===== config.mk =====
export PLATFORM = sky130hd
export DESIGN_NAME = tone_burst_ctrl
export DESIGN_NICKNAME = d
export VERILOG_FILES = /design/src/rtl/tbc_pkg.sv /design/src/rtl/tbc_interval_timer.sv /design/src/rtl/tbc_len_select.sv /design/src/rtl/tbc_seq_fsm.sv /design/src/rtl/tbc_flag_unit.sv /design/src/rtl/tone_burst_ctrl.sv
export SDC_FILE = /design/constraint.sdc
export NUM_CORES = 1
export LEC_CHECK = 0
export BUFFER_PORTS_ARGS = -buffer_cell sky130_fd_sc_hd__buf_2
export CORE_MARGIN = 8
export CORE_UTILIZATION = 55
export DETAILED_ROUTE_END_ITERATION = 10
export GPL_TIMING_DRIVEN = 0
export HOLD_SLACK_MARGIN = 0.05
export PLACE_DENSITY = 0.81
export RECOVER_POWER = 50
export SYNTH_ARGS = -nofsm -noshare
export SYNTH_HDL_FRONTEND = slang
export SYNTH_SLANG_ARGS = --single-unit
export TNS_END_PERCENT = 5

===== constraint.sdc =====
create_clock -name clk -period 2.77 [get_ports clk]
set_clock_uncertainty 0.1 [all_clocks]
set_input_delay 0.277 -clock clk [delete_from_list [all_inputs] [get_ports clk]]
set_output_delay 0.277 -clock clk [all_outputs]
set_load 0.01 [all_outputs]

===== src/rtl/tbc_pkg.sv =====
package tbc_pkg;
    typedef enum logic [1:0] {
        ST_IDLE  = 2'd0,
        ST_BURST = 2'd1,
        ST_PAUSE = 2'd2
    } tbc_state_e;
endpackage


===== src/rtl/tbc_interval_timer.sv =====
module tbc_interval_timer #(
    parameter int W = 20
) (
    input  logic         clk,
    input  logic         rst,
    input  logic         load,
    input  logic [W-1:0] load_val,
    output logic         expired
);
    logic [W-1:0] count_q;

    always_ff @(posedge clk) begin
        if (rst) begin
            count_q <= '0;
        end else if (load) begin
            count_q <= load_val;
        end else if (count_q != '0) begin
            count_q <= count_q - 1'b1;
        end
    end

    assign expired = (count_q == '0);
endmodule


===== src/rtl/tbc_len_select.sv =====
module tbc_len_select #(
    parameter int BASE_CYCLES = 182557,
    parameter int CP_FACTOR   = 2,
    parameter int W           = 20
) (
    input  logic         long_sel,
    output logic [W-1:0] len_m1
);
    localparam logic [W-1:0] SHORT_M1 = W'(BASE_CYCLES - 1);
    localparam logic [W-1:0] LONG_M1  = W'(BASE_CYCLES * CP_FACTOR - 1);

    generate
        if (CP_FACTOR == 1) begin : g_flat
            assign len_m1 = SHORT_M1;
        end else begin : g_scaled
            assign len_m1 = long_sel ? LONG_M1 : SHORT_M1;
        end
    endgenerate
endmodule


===== src/rtl/tbc_seq_fsm.sv =====
module tbc_seq_fsm
    import tbc_pkg::*;
#(
    parameter int W = 20
) (
    input  logic       clk,
    input  logic       rst,
    input  logic       tx_en,
    input  logic       burst_en,
    input  logic       cp_mode,
    input  logic       digit_wr,
    input  logic       expired,
    output tbc_state_e state,
    output logic       long_sel,
    output logic       tmr_load,
    output logic       accept,
    output logic       seq_done,
    output logic       tone_on
);
    tbc_state_e state_q, state_d;
    logic       cp_q;

    // State register, plus the mode latched at accept.
    always_ff @(posedge clk) begin
        if (rst) begin
            state_q <= ST_IDLE;
            cp_q    <= 1'b0;
        end else begin
            state_q <= state_d;
            if (accept) begin
                cp_q <= cp_mode;
            end
        end
    end

    // Next-state logic.
    always_comb begin
        state_d = state_q;
        unique case (state_q)
            ST_IDLE:  if (burst_en && tx_en && digit_wr) state_d = ST_BURST;
            ST_BURST: if (expired)                       state_d = ST_PAUSE;
            ST_PAUSE: if (expired)                       state_d = ST_IDLE;
            default:                                     state_d = ST_IDLE;
        endcase
    end

    // Outputs.
    always_comb begin
        accept   = 1'b0;
        seq_done = 1'b0;
        tmr_load = 1'b0;
        long_sel = cp_q;
        tone_on  = 1'b0;
        unique case (state_q)
            ST_IDLE: begin
                accept   = burst_en && tx_en && digit_wr;
                tmr_load = accept;
                long_sel = cp_mode;
                tone_on  = !burst_en && tx_en;
            end
            ST_BURST: begin
                tone_on  = 1'b1;
                tmr_load = expired;
            end
            ST_PAUSE: begin
                seq_done = expired;
            end
            default: begin
                tone_on = 1'b0;
            end
        endcase
    end

    assign state = state_q;
endmodule


===== src/rtl/tbc_flag_unit.sv =====
module tbc_flag_unit (
    input  logic clk,
    input  logic rst,
    input  logic accept,
    input  logic seq_done,
    input  logic irq_en,
    input  logic status_rd,
    output logic tx_ready,
    output logic irq
);
    always_ff @(posedge clk) begin
        if (rst) begin
            tx_ready <= 1'b1;
        end else if (seq_done) begin
            tx_ready <= 1'b1;
        end else if (accept) begin
            tx_ready <= 1'b0;
        end
    end

    // A pause ending at the same edge as a read takes priority.
    always_ff @(posedge clk) begin
        if (rst) begin
            irq <= 1'b0;
        end else if (seq_done && irq_en) begin
            irq <= 1'b1;
        end else if (status_rd) begin
            irq <= 1'b0;
        end
    end
endmodule


===== src/rtl/tone_burst_ctrl.sv =====
module tone_burst_ctrl
    import tbc_pkg::*;
#(
    parameter int BASE_CYCLES = 182557,
    parameter int CP_FACTOR   = 2
) (
    input  logic clk,
    input  logic rst,
    input  logic tx_en,
    input  logic burst_en,
    input  logic cp_mode,
    input  logic irq_en,
    input  logic digit_wr,
    input  logic status_rd,
    output logic tone_on,
    output logic tx_ready,
    output logic irq
);
    localparam int LONGEST = BASE_CYCLES * CP_FACTOR;
    localparam int W       = $clog2(LONGEST + 1);

    tbc_state_e   state_q;
    logic         long_sel;
    logic         tmr_load;
    logic         expired;
    logic         accept;
    logic         seq_done;
    logic [W-1:0] len_m1;

    tbc_len_select #(
        .BASE_CYCLES(BASE_CYCLES),
        .CP_FACTOR  (CP_FACTOR),
        .W          (W)
    ) u_len (
        .long_sel(long_sel),
        .len_m1  (len_m1)
    );

    tbc_interval_timer #(.W(W)) u_tmr (
        .clk     (clk),
        .rst     (rst),
        .load    (tmr_load),
        .load_val(len_m1),
        .expired (expired)
    );

    tbc_seq_fsm #(.W(W)) u_fsm (
        .clk     (clk),
        .rst     (rst),
        .tx_en   (tx_en),
        .burst_en(burst_en),
        .cp_mode (cp_mode),
        .digit_wr(digit_wr),
        .expired (expired),
        .state   (state_q),
        .long_sel(long_sel),
        .tmr_load(tmr_load),
        .accept  (accept),
        .seq_done(seq_done),
        .tone_on (tone_on)
    );

    tbc_flag_unit u_flags (
        .clk      (clk),
        .rst      (rst),
        .accept   (accept),
        .seq_done (seq_done),
        .irq_en   (irq_en),
        .status_rd(status_rd),
        .tx_ready (tx_ready),
        .irq      (irq)
    );
endmodule


==> results.json, run 1 <==
{
  "rows": 17,
  "dieArea_sq_um": 4180,
  "fin_nets": 179,
  "p_leak_nw": 0.548,
  "cts.clk_slew.worst_paths_ns": 0.14,
  "critPathLaunchType": "flip-flop",
  "critPathKind": "reg -> reg",
  "rsz0062_at_grt": "false",
  "die_y_um": 64.7,
  "core_sq_um": 2230,
  "intPower_uw": 976,
  "final_cell_mix": "dfxtp_1 (24), a21oi_1 (18), nor2_1 (13), nand2_1 (10)",
  "synthArstFlopShare_pct": 0,
  "seqPwrFrac_pct": 34.7,
  "switchingPower_uw": 789,
  "relSlewSlack_pct": 56.3,
  "crit_family": "simple AND/OR/NAND/NOR gates",
  "avgSynthCellArea_sq_um": 8.47,
  "slew_violations": 0,
  "switching_share_pct": 44.7,
  "port_buffers": 10,
  "ys.flop_type": "dfxtp_1",
  "antenna_cells": 0,
  "clock_power_share_pct": 10.7,
  "worstReg2RegStart": "u_tmr.count_q[9]",
  "synth_top_area_cell": "dfxtp_1",
  "r2r_end": "u_tmr.count_q[0]",
  "period_needed_ns": 2.64,
  "drive_gt1_share_pct": 11.9,
  "ir_worst_vdd_mv": 0.702,
  "grt_max_degree": 14,
  "period_share_pct": 95.3,
  "status": "finished, final reports clean",
  "final_common_cell": "dfxtp_1",
  "setup_tns_ns": 0,
  "cp_cell_sequence": "or4_4 -> or4_1 -> buf_6 -> nor2_1 -> o21ai_0 -> a32o_1",
  "gp_congestion": 0.859,
  "drtAntennaViolNets": 0,
  "cts_sinks": 24,
  "cts-htree-levels": 1,
  "cts_hold_buf": 0,
  "hold_viol": 0,
  "clock_latency_ns": 0.32,
  "first_pass_iters": 4,
  "fp.dieW_um": 64.7,
  "worstSetupEndpoint": "u_tmr.count_q[0]",
  "cp.arrival_ns": 2.76,
  "drcViolationCount": 0,
  "cts-root-buf": "clkbuf_4",
  "cpPeakStageDelay_ns": 0.57,
  "cts_made_buffers": 3,
  "crit_path_end_kind": "flip-flop",
  "setup_violations": 0,
  "synthCells": 154,
  "dp_hpwl_mm": 2.28,
  "num_vias": 1191,
  "ff2ff_path_depth": 6,
  "rrSetupSlack_ns": 0.13,
  "fmax_mhz": 379,
  "yosysTopAreaCellShare_pct": 36.9,
  "grt_pass1_wl_mm": 5.22,
  "crit_buf_inv": 1,
  "track_usage_pct": 15.1,
  "avgRoutedWirePerCell_um": 15.5,
  "viasPerCell": 6.08,
  "required_ns": 2.89,
  "worstPathMaxFanout": 9,
  "synth_edf_count": 0,
  "mappedNetlistNets": 164,
  "multiInputGateArea_sq_um": 746,
  "regArea_sq_um": 480,
  "setup.worst_path.start": "u_tmr.count_q[9]",
  "clock_path_buffers": 2,
  "crit_path_top_delay_cell": "or4_4",
  "ys_warn_count": 0,
  "crit_cells": 6,
  "power_density_nw_per_um2": 1250,
  "grt_pass1_vias": 1155,
  "p_comb_share_pct": 54.6,
  "cts_tree": "done",
  "ctsResizeCount": 0,
  "cap_violations": 0,
  "setup_slack_ns": 0.130,
  "max_slew.worst_pin.slew_ns": 0.650,
  "area_growth_pct": 7.97,
  "yosys-top-cells-area": "dfxtp_1 (37%), a21oi_1 (6.9%), xor2_1 (5.4%)",
  "boundaryPins": 11,
  "netlist_area_sq_um": 1300,
  "drt-initial-drc-count": 102,
  "initial_utilization_pct": 58.4,
  "finalWirelength_mm": 3.04,
  "antenna_found_initial": 0,
  "nFillCells": 206,
  "yosysUniqueCellTypes": 41,
  "ys_seq_area_share_pct": 36.9,
  "ys_seq_elements": 24,
  "cts_setup_buffers": 0,
  "hp-class": "in -> reg",
  "place_ws_ns": 0.168,
  "grt_overflow": 0
}
state kept, by name (all words and copies together), names as in the netlist:
name / count
u_tmr.count_q: 19
u_fsm.state: 2
u_flags.irq: 1
u_flags.tx_ready: 1
u_fsm.cp_q: 1
power by group through the flow:
stage / combinational (mW) / clock (mW) / sequential [mW]
after floorplan: 0.801 / 0 / 0.582
after global placement: 0.927 / 0 / 0.607
after detailed placement: 0.971 / 0 / 0.618
after CTS: 0.982 / 0.191 / 0.611
after global routing: 1.06 / 0.208 / 0.633
final: 0.964 / 0.188 / 0.613
final cells by class:
class / instances / area share [%]
inverters: 8 / 2.13
well taps: 28 / 2.49
plain buffers: 5 / 2.40
multi-input cells: 117 / 53.0
flip-flops and latches: 24 / 34.1
repair buffers: 10 / 3.29
clock buffers: 4 / 2.58
synthesized netlist by cell type (2+ instances only):
cell,n
or3_1,4
nand2b_1,4
nand4_1,2
a31oi_1,2
nor3_1,5
or4_4,2
nand3_1,5
dfxtp_1,24
nor4_1,5
a21oi_1,18
o21ai_0,6
nor2_1,13
ha_1,2
mux2i_1,3
nand3b_1,2
xnor2_1,3
nand2_1,10
clkbuf_1,2
xor2_1,8
inv_1,8
or4_1,2
o31ai_1,2
buf_6,2
o211ai_1,3
stage by stage:
| stage | instance area (sq um) | util [%] | std cells | total power [mW] | hold WS (ns) |
|---|---|---|---|---|---|
| floorplan | 1300 | - | 154 | 1.38 | 0.321 |
| global placement | 1390 | 62.2 | 192 | 1.53 | 0.352 |
| detailed placement | 1390 | 62.2 | 192 | 1.59 | 0.369 |
| CTS | 1430 | 63.8 | 196 | 1.78 | 0.108 |
| global route | 1410 | 63.0 | 196 | 1.90 | 0.100 |
| finish | 1410 | 63.0 | 196 | 1.76 | 0.112 |
kinds of logic (layout without fill, tap and decap cells):
family          count (synthesis)  count (layout)  share of synthesized area (%)
xor+xnor                       11              11                           7.39
buf+inv                        13              27                           4.99
flops                          24              24                           36.9
fa+ha+maj                       2               2                           1.92
compound gates                 41              41                           21.1
mux                             3               3                           2.30
simple gates                   60              60                           25.4
per-layer routing:
metal	wire length [um]	GRT usage [%]	vias to the layer above
met4	36	5.45	0
met2	1500	26.8	29
li1	-	-	589
met5	0	0	-
met3	93	2.58	5
met1	1410	17.6	568
how the worst min path moves through the flow:
| stage | from | end | cells after the start |
|---|---|---|---|
| 2_1_floorplan | cp_mode | u_fsm.cp_q | 2 |
| 3_3_place_gp | u_flags.tx_ready | u_flags.tx_ready | 2 |
| 3_5_place_dp | u_flags.irq | u_flags.irq | 2 |
| 4_1_cts | irq_en | u_flags.irq | 3 |
| 5_1_grt | status_rd | u_flags.irq | 3 |
| 6_report | irq_en | u_flags.irq | 3 |
worst reg2reg max path, delay by kind of cell (launching register included):
family | cells | cell delay [ns]
AOI/OAI and AO/OA | 2 | 0.61
and+or+nand+nor | 3 | 1.29
buffers and inverters | 1 | 0.16
DFF | 1 | 0.38
Note: power is estimated with default switching activity, not from simulation.
==> run 2, diff against run 1 <==
--- a/config.mk
+++ b/config.mk
@@ -7,12 +7,13 @@
 export LEC_CHECK = 0
 export BUFFER_PORTS_ARGS = -buffer_cell sky130_fd_sc_hd__buf_2
 export CORE_MARGIN = 8
-export CORE_UTILIZATION = 55
+export CORE_UTILIZATION = 30
 export DETAILED_ROUTE_END_ITERATION = 10
 export GPL_TIMING_DRIVEN = 0
 export HOLD_SLACK_MARGIN = 0.05
-export PLACE_DENSITY = 0.81
+export PLACE_DENSITY = 0.53
 export RECOVER_POWER = 50
+export SLEW_MARGIN = 20
 export SYNTH_ARGS = -nofsm -noshare
 export SYNTH_HDL_FRONTEND = slang
 export SYNTH_SLANG_ARGS = --single-unit
==> results.json, run 2 (synthesis gave the netlist of run 1 again) <==
{
  "status": "finished, final reports clean",
  "fp.dieW_um": 81.9,
  "holdPathStages": 3,
  "dp.cells": 216,
  "viasPerCell": 5.44,
  "relSlewSlack_pct": 57.5,
  "fin_area_sq_um": 1460,
  "worstPathMaxFanout": 9,
  "critPathLaunchType": "flip-flop",
  "clock_latency_ns": 0.27,
  "post_dp_cell_area_sq_um": 1420,
  "intPower_mw": 1.03,
  "clock_path_buffers": 2,
  "cpPeakStageDelay_ns": 0.59,
  "track_usage_pct": 10.1,
  "p_comb_share_pct": 54.8,
  "fin_nets": 181,
  "period_needed_ns": 2.66,
  "core_sq_um": 4260,
  "top_register": "u_tmr.count_q",
  "cts_hold_buf": 0,
  "final_cell_mix": "dfxtp_1 (24), a21oi_1 (18), nor2_1 (13), nand2_1 (10)",
  "finalWirelength_mm": 3.20,
  "die_y_um": 81.9,
  "ctsResizeCount": 0,
  "max_slew.worst_pin.slew_ns": 0.633,
  "setup_violations": 0,
  "cap_violations": 0,
  "cts_setup_buffers": 0,
  "dieArea_sq_um": 6710,
  "grt_max_degree": 13,
  "ir_worst_vdd_mv": 0.359,
  "crit_path_top_delay_cell": "or4_4",
  "cts.clk_slew.worst_paths_ns": 0.09,
  "boundaryPins": 11,
  "first_pass_iters": 4,
  "switchingPower_uw": 815,
  "crit_buf_inv": 1,
  "cp.arrival_ns": 2.72,
  "drcViolationCount": 0,
  "critPathMostFrequentCell": "or4_4",
  "area_growth_pct": 11.6,
  "antenna_cells": 0,
  "dp_hpwl_mm": 2.35,
  "grt_overflow": 0,
  "cts_sinks": 24,
  "critPathKind": "reg -> reg",
  "grt_pass1_wl_mm": 5.32,
  "initial_utilization_pct": 30.6,
  "crit_path_end_kind": "flip-flop",
  "drt-initial-drc-count": 100,
  "place_ws_ns": 0.150,
  "hp-class": "in -> reg",
  "setup_tns_ns": 0,
  "switching_share_pct": 44.2,
  "drive_gt1_share_pct": 13.0,
  "setup_slack_ns": 0.113,
  "cts-htree-levels": 1,
  "required_ns": 2.84,
  "p_leak_nw": 0.556,
  "num_vias": 1202,
  "clock_power_share_pct": 11.5,
  "ff2ff_path_depth": 6,
  "cts_made_buffers": 3,
  "total_power_mw": 1.84,
  "crit_cells": 6,
  "final_common_cell": "dfxtp_1",
  "hold_viol": 0,
  "fmax_mhz": 376,
  "cp_cell_sequence": "or4_4 -> or4_4 -> buf_6 -> nor2_1 -> o21ai_0 -> a32o_1",
  "largest_register_ffs": 19,
  "power_density_nw_per_um2": 1270,
  "cts-root-buf": "clkbuf_8",
  "post-route-util_pct": 34.1,
  "final_cells": 221,
  "avgRoutedWirePerCell_um": 14.5,
  "holdWs_ns": 0.156,
  "gp_congestion": 0.826,
  "antenna_found_initial": 0,
  "port_buffers": 10,
  "crit_family": "simple AND/OR/NAND/NOR gates",
  "grt_pass1_vias": 1137,
  "rsz0062_at_grt": "false",
  "seqPwrFrac_pct": 33.7,
  "slew_violations": 0,
  "cts_tree": "done",
  "period_share_pct": 95.9,
  "drtAntennaViolNets": 0,
  "rows": 24
}
## run 2: cell types whose count changed in the layout (fill, tap and decap cells not counted)
cell,change
clkbuf_8,+2
or4_4,+1
clkbuf_4,-3
buf_6,-1
clkbuf_2,+1
buf_4,+2
or4_1,-1
## run 2: cell type report
type	count	area, sq um
Sequential cell	24	480
Buffer	5	27.5
Timing Repair Buffer	12	61.3
Fill cell	467	2810
Inverter	8	30.0
Multi-Input combinational cell	117	749
Tap cell	52	65.1
Clock buffer	3	41.3
## run 2: path summary, 6_finish.rpt
path	from	to	slack, ns
worst min register to register	u_flags.irq	u_flags.irq	0.37
worst max register to register	u_tmr.count_q[9]	u_tmr.count_q[0]	0.11
worst max-delay path	u_tmr.count_q[9]	u_tmr.count_q[0]	0.11
worst min-delay path	status_rd	u_flags.irq	0.16
## run 2: power groups by stage
stage          logic [mW]  clock network [mW]  registers [mW]
3_3_place_gp        0.952                   0           0.614
4_1_cts             0.986               0.217           0.615
6_report             1.01               0.212           0.622
3_5_place_dp        0.978                   0           0.622
5_1_grt              1.12               0.237           0.636
2_1_floorplan       0.801                   0           0.582
## run 2: worst register-to-register path, delay by kind of cell, from the launching register on
kind | cells | cell delay, ns
DFF | 1 | 0.36
and+or+nand+nor | 3 | 1.32
buffers and inverters | 1 | 0.16
AOI/OAI and AO/OA | 2 | 0.63
## run 2: per-layer routing
metal	part of all wire, %	global-route usage (%)	wire length (um)
met1	49	12.4	1570
met2	45	16.0	1440
met3	4.8	3.39	155
met4	0.91	3.33	29
met5	0	0	0
==> run 3, diff against run 2 <==
--- a/config.mk
+++ b/config.mk
@@ -8,11 +8,11 @@
 export BUFFER_PORTS_ARGS = -buffer_cell sky130_fd_sc_hd__buf_2
 export CORE_MARGIN = 8
 export CORE_UTILIZATION = 30
+export CTS_CLUSTER_SIZE = 10
 export DETAILED_ROUTE_END_ITERATION = 10
 export GPL_TIMING_DRIVEN = 0
 export HOLD_SLACK_MARGIN = 0.05
 export PLACE_DENSITY = 0.53
-export RECOVER_POWER = 50
 export SLEW_MARGIN = 20
 export SYNTH_ARGS = -nofsm -noshare
 export SYNTH_HDL_FRONTEND = slang
==> results.json, run 3 (synthesis gave the netlist of run 1 again) <==
{
  "cts_sinks": 24,
  "port_buffers": 10,
  "cts_made_buffers": 3,
  "regArea_sq_um": 480,
  "num_vias": 1207,
  "period_share_pct": 95.2,
  "area_growth_pct": 13.1,
  "grt_overflow": 0,
  "viasPerCell": 5.46,
  "setup_tns_ns": 0,
  "cts-htree-levels": 1,
  "critPathMostFrequentCell": "or4_4",
  "fp.dieW_um": 81.9,
  "clock_latency_ns": 0.27,
  "grt_max_degree": 13,
  "crit_path_top_delay_cell": "or4_4",
  "drt-initial-drc-count": 88,
  "grt_pass1_vias": 1137,
  "cp.arrival_ns": 2.70,
  "slew_violations": 0,
  "power_density_nw_per_um2": 1250,
  "crit_path_end_kind": "flip-flop",
  "setup_slack_ns": 0.133,
  "drcViolationCount": 0,
  "drive_gt1_share_pct": 16.0,
  "holdWs_ns": 0.157,
  "final_cell_mix": "dfxtp_1 (24), a21oi_1 (18), nor2_1 (13), nand2_1 (10), buf_2 (10)",
  "multiInputGateArea_sq_um": 758,
  "boundaryPins": 11,
  "track_usage_pct": 10.1,
  "period_needed_ns": 2.64,
  "rrSetupSlack_ns": 0.13,
  "top_register": "u_tmr.count_q",
  "avgRoutedWirePerCell_um": 14.4,
  "p_leak_nw": 0.587,
  "critPathKind": "reg -> reg",
  "antenna_cells": 0,
  "hold_viol": 0,
  "worstPathMaxFanout": 9,
  "die_y_um": 81.9,
  "required_ns": 2.84,
  "status": "finished, final reports clean",
  "hp-class": "in -> reg",
  "ctsResizeCount": 0,
  "cts_setup_buffers": 0,
  "cap_violations": 0,
  "post-route-util_pct": 34.6,
  "core_sq_um": 4260,
  "post_dp_cell_area_sq_um": 1420,
  "nFillCells": 461,
  "dp_hpwl_mm": 2.35,
  "setup_violations": 0,
  "crit_family": "simple AND/OR/NAND/NOR gates",
  "cp_cell_sequence": "or4_4 -> or4_4 -> buf_6 -> nor2_1 -> o21ai_0 -> a32o_1",
  "final_common_cell": "dfxtp_1",
  "cts.clk_slew.worst_paths_ns": 0.09,
  "ir_worst_vdd_mv": 0.362,
  "gp_congestion": 0.826,
  "fin_nets": 181,
  "cts_tree": "done",
  "crit_buf_inv": 1,
  "finalWirelength_mm": 3.17,
  "critPathLaunchType": "flip-flop",
  "fmax_mhz": 379,
  "rows": 24,
  "drtAntennaViolNets": 0,
  "dieArea_sq_um": 6710,
  "fin_area_sq_um": 1480,
  "rsz0062_at_grt": "false",
  "largest_register_ffs": 19,
  "cts-root-buf": "clkbuf_8",
  "grt_pass1_wl_mm": 5.32,
  "cpPeakStageDelay_ns": 0.59,
  "place_ws_ns": 0.150,
  "relSlewSlack_pct": 57.4,
  "max_slew.worst_pin.slew_ns": 0.634,
  "antenna_found_initial": 0,
  "initial_utilization_pct": 30.6,
  "first_pass_iters": 4,
  "clock_path_buffers": 2,
  "cts_hold_buf": 0
}
-- run 3: changes by cell type in the layout (fill, tap and decap cells not counted), sizes merged --
cell / change
clkbuf: -4
buf: +4
-- run 3: worst register-to-register path: stages (launching register included) --
cell and delay (ns):
dfxtp_1 0.36, or4_4 0.59, or4_4 0.43, buf_6 0.16, nor2_1 0.29, o21ai_0 0.32
a32o_1 0.29
-- run 3: final timing paths --
path	from	endpoint	cells past startpoint
hold / removal	status_rd	u_flags.irq	3
setup / recovery	u_tmr.count_q[9]	u_tmr.count_q[0]	6
setup reg to reg	u_tmr.count_q[9]	u_tmr.count_q[0]	6
hold reg to reg	u_flags.irq	u_flags.irq	2
-- run 3: through the flow --
stage / total power, mW / cells
floorplan: 1.38 / 154
global placement: 1.57 / 216
detailed placement: 1.60 / 216
CTS: 1.82 / 219
global route: 2.00 / 221
finish: 1.85 / 221
-- run 3: power breakdown --
group	switching (mW)	internal, mW	total (mW)
clock	0.113	0.0974	0.211
sequential	0.144	0.476	0.620
combinational	0.557	0.460	1.02
total	0.814	1.03	1.85
-- run 3: final cells by class --
cell class,instances,area share (%)
Buffer,5,2.37
Timing Repair Buffer,12,4.41
Tap cell,52,4.41
Inverter,8,2.04
Clock buffer,3,2.80
Multi-Input combinational cell,117,51.4
Sequential cell,24,32.6
-- run 3: layer usage --
metal,share of wire (%),GRT usage [%],vias up
met1,49,12.4,582
met5,0,0,-
met3,4.4,3.39,4
met4,1.2,3.33,0
li1,-,-,591
met2,45,16.0,30
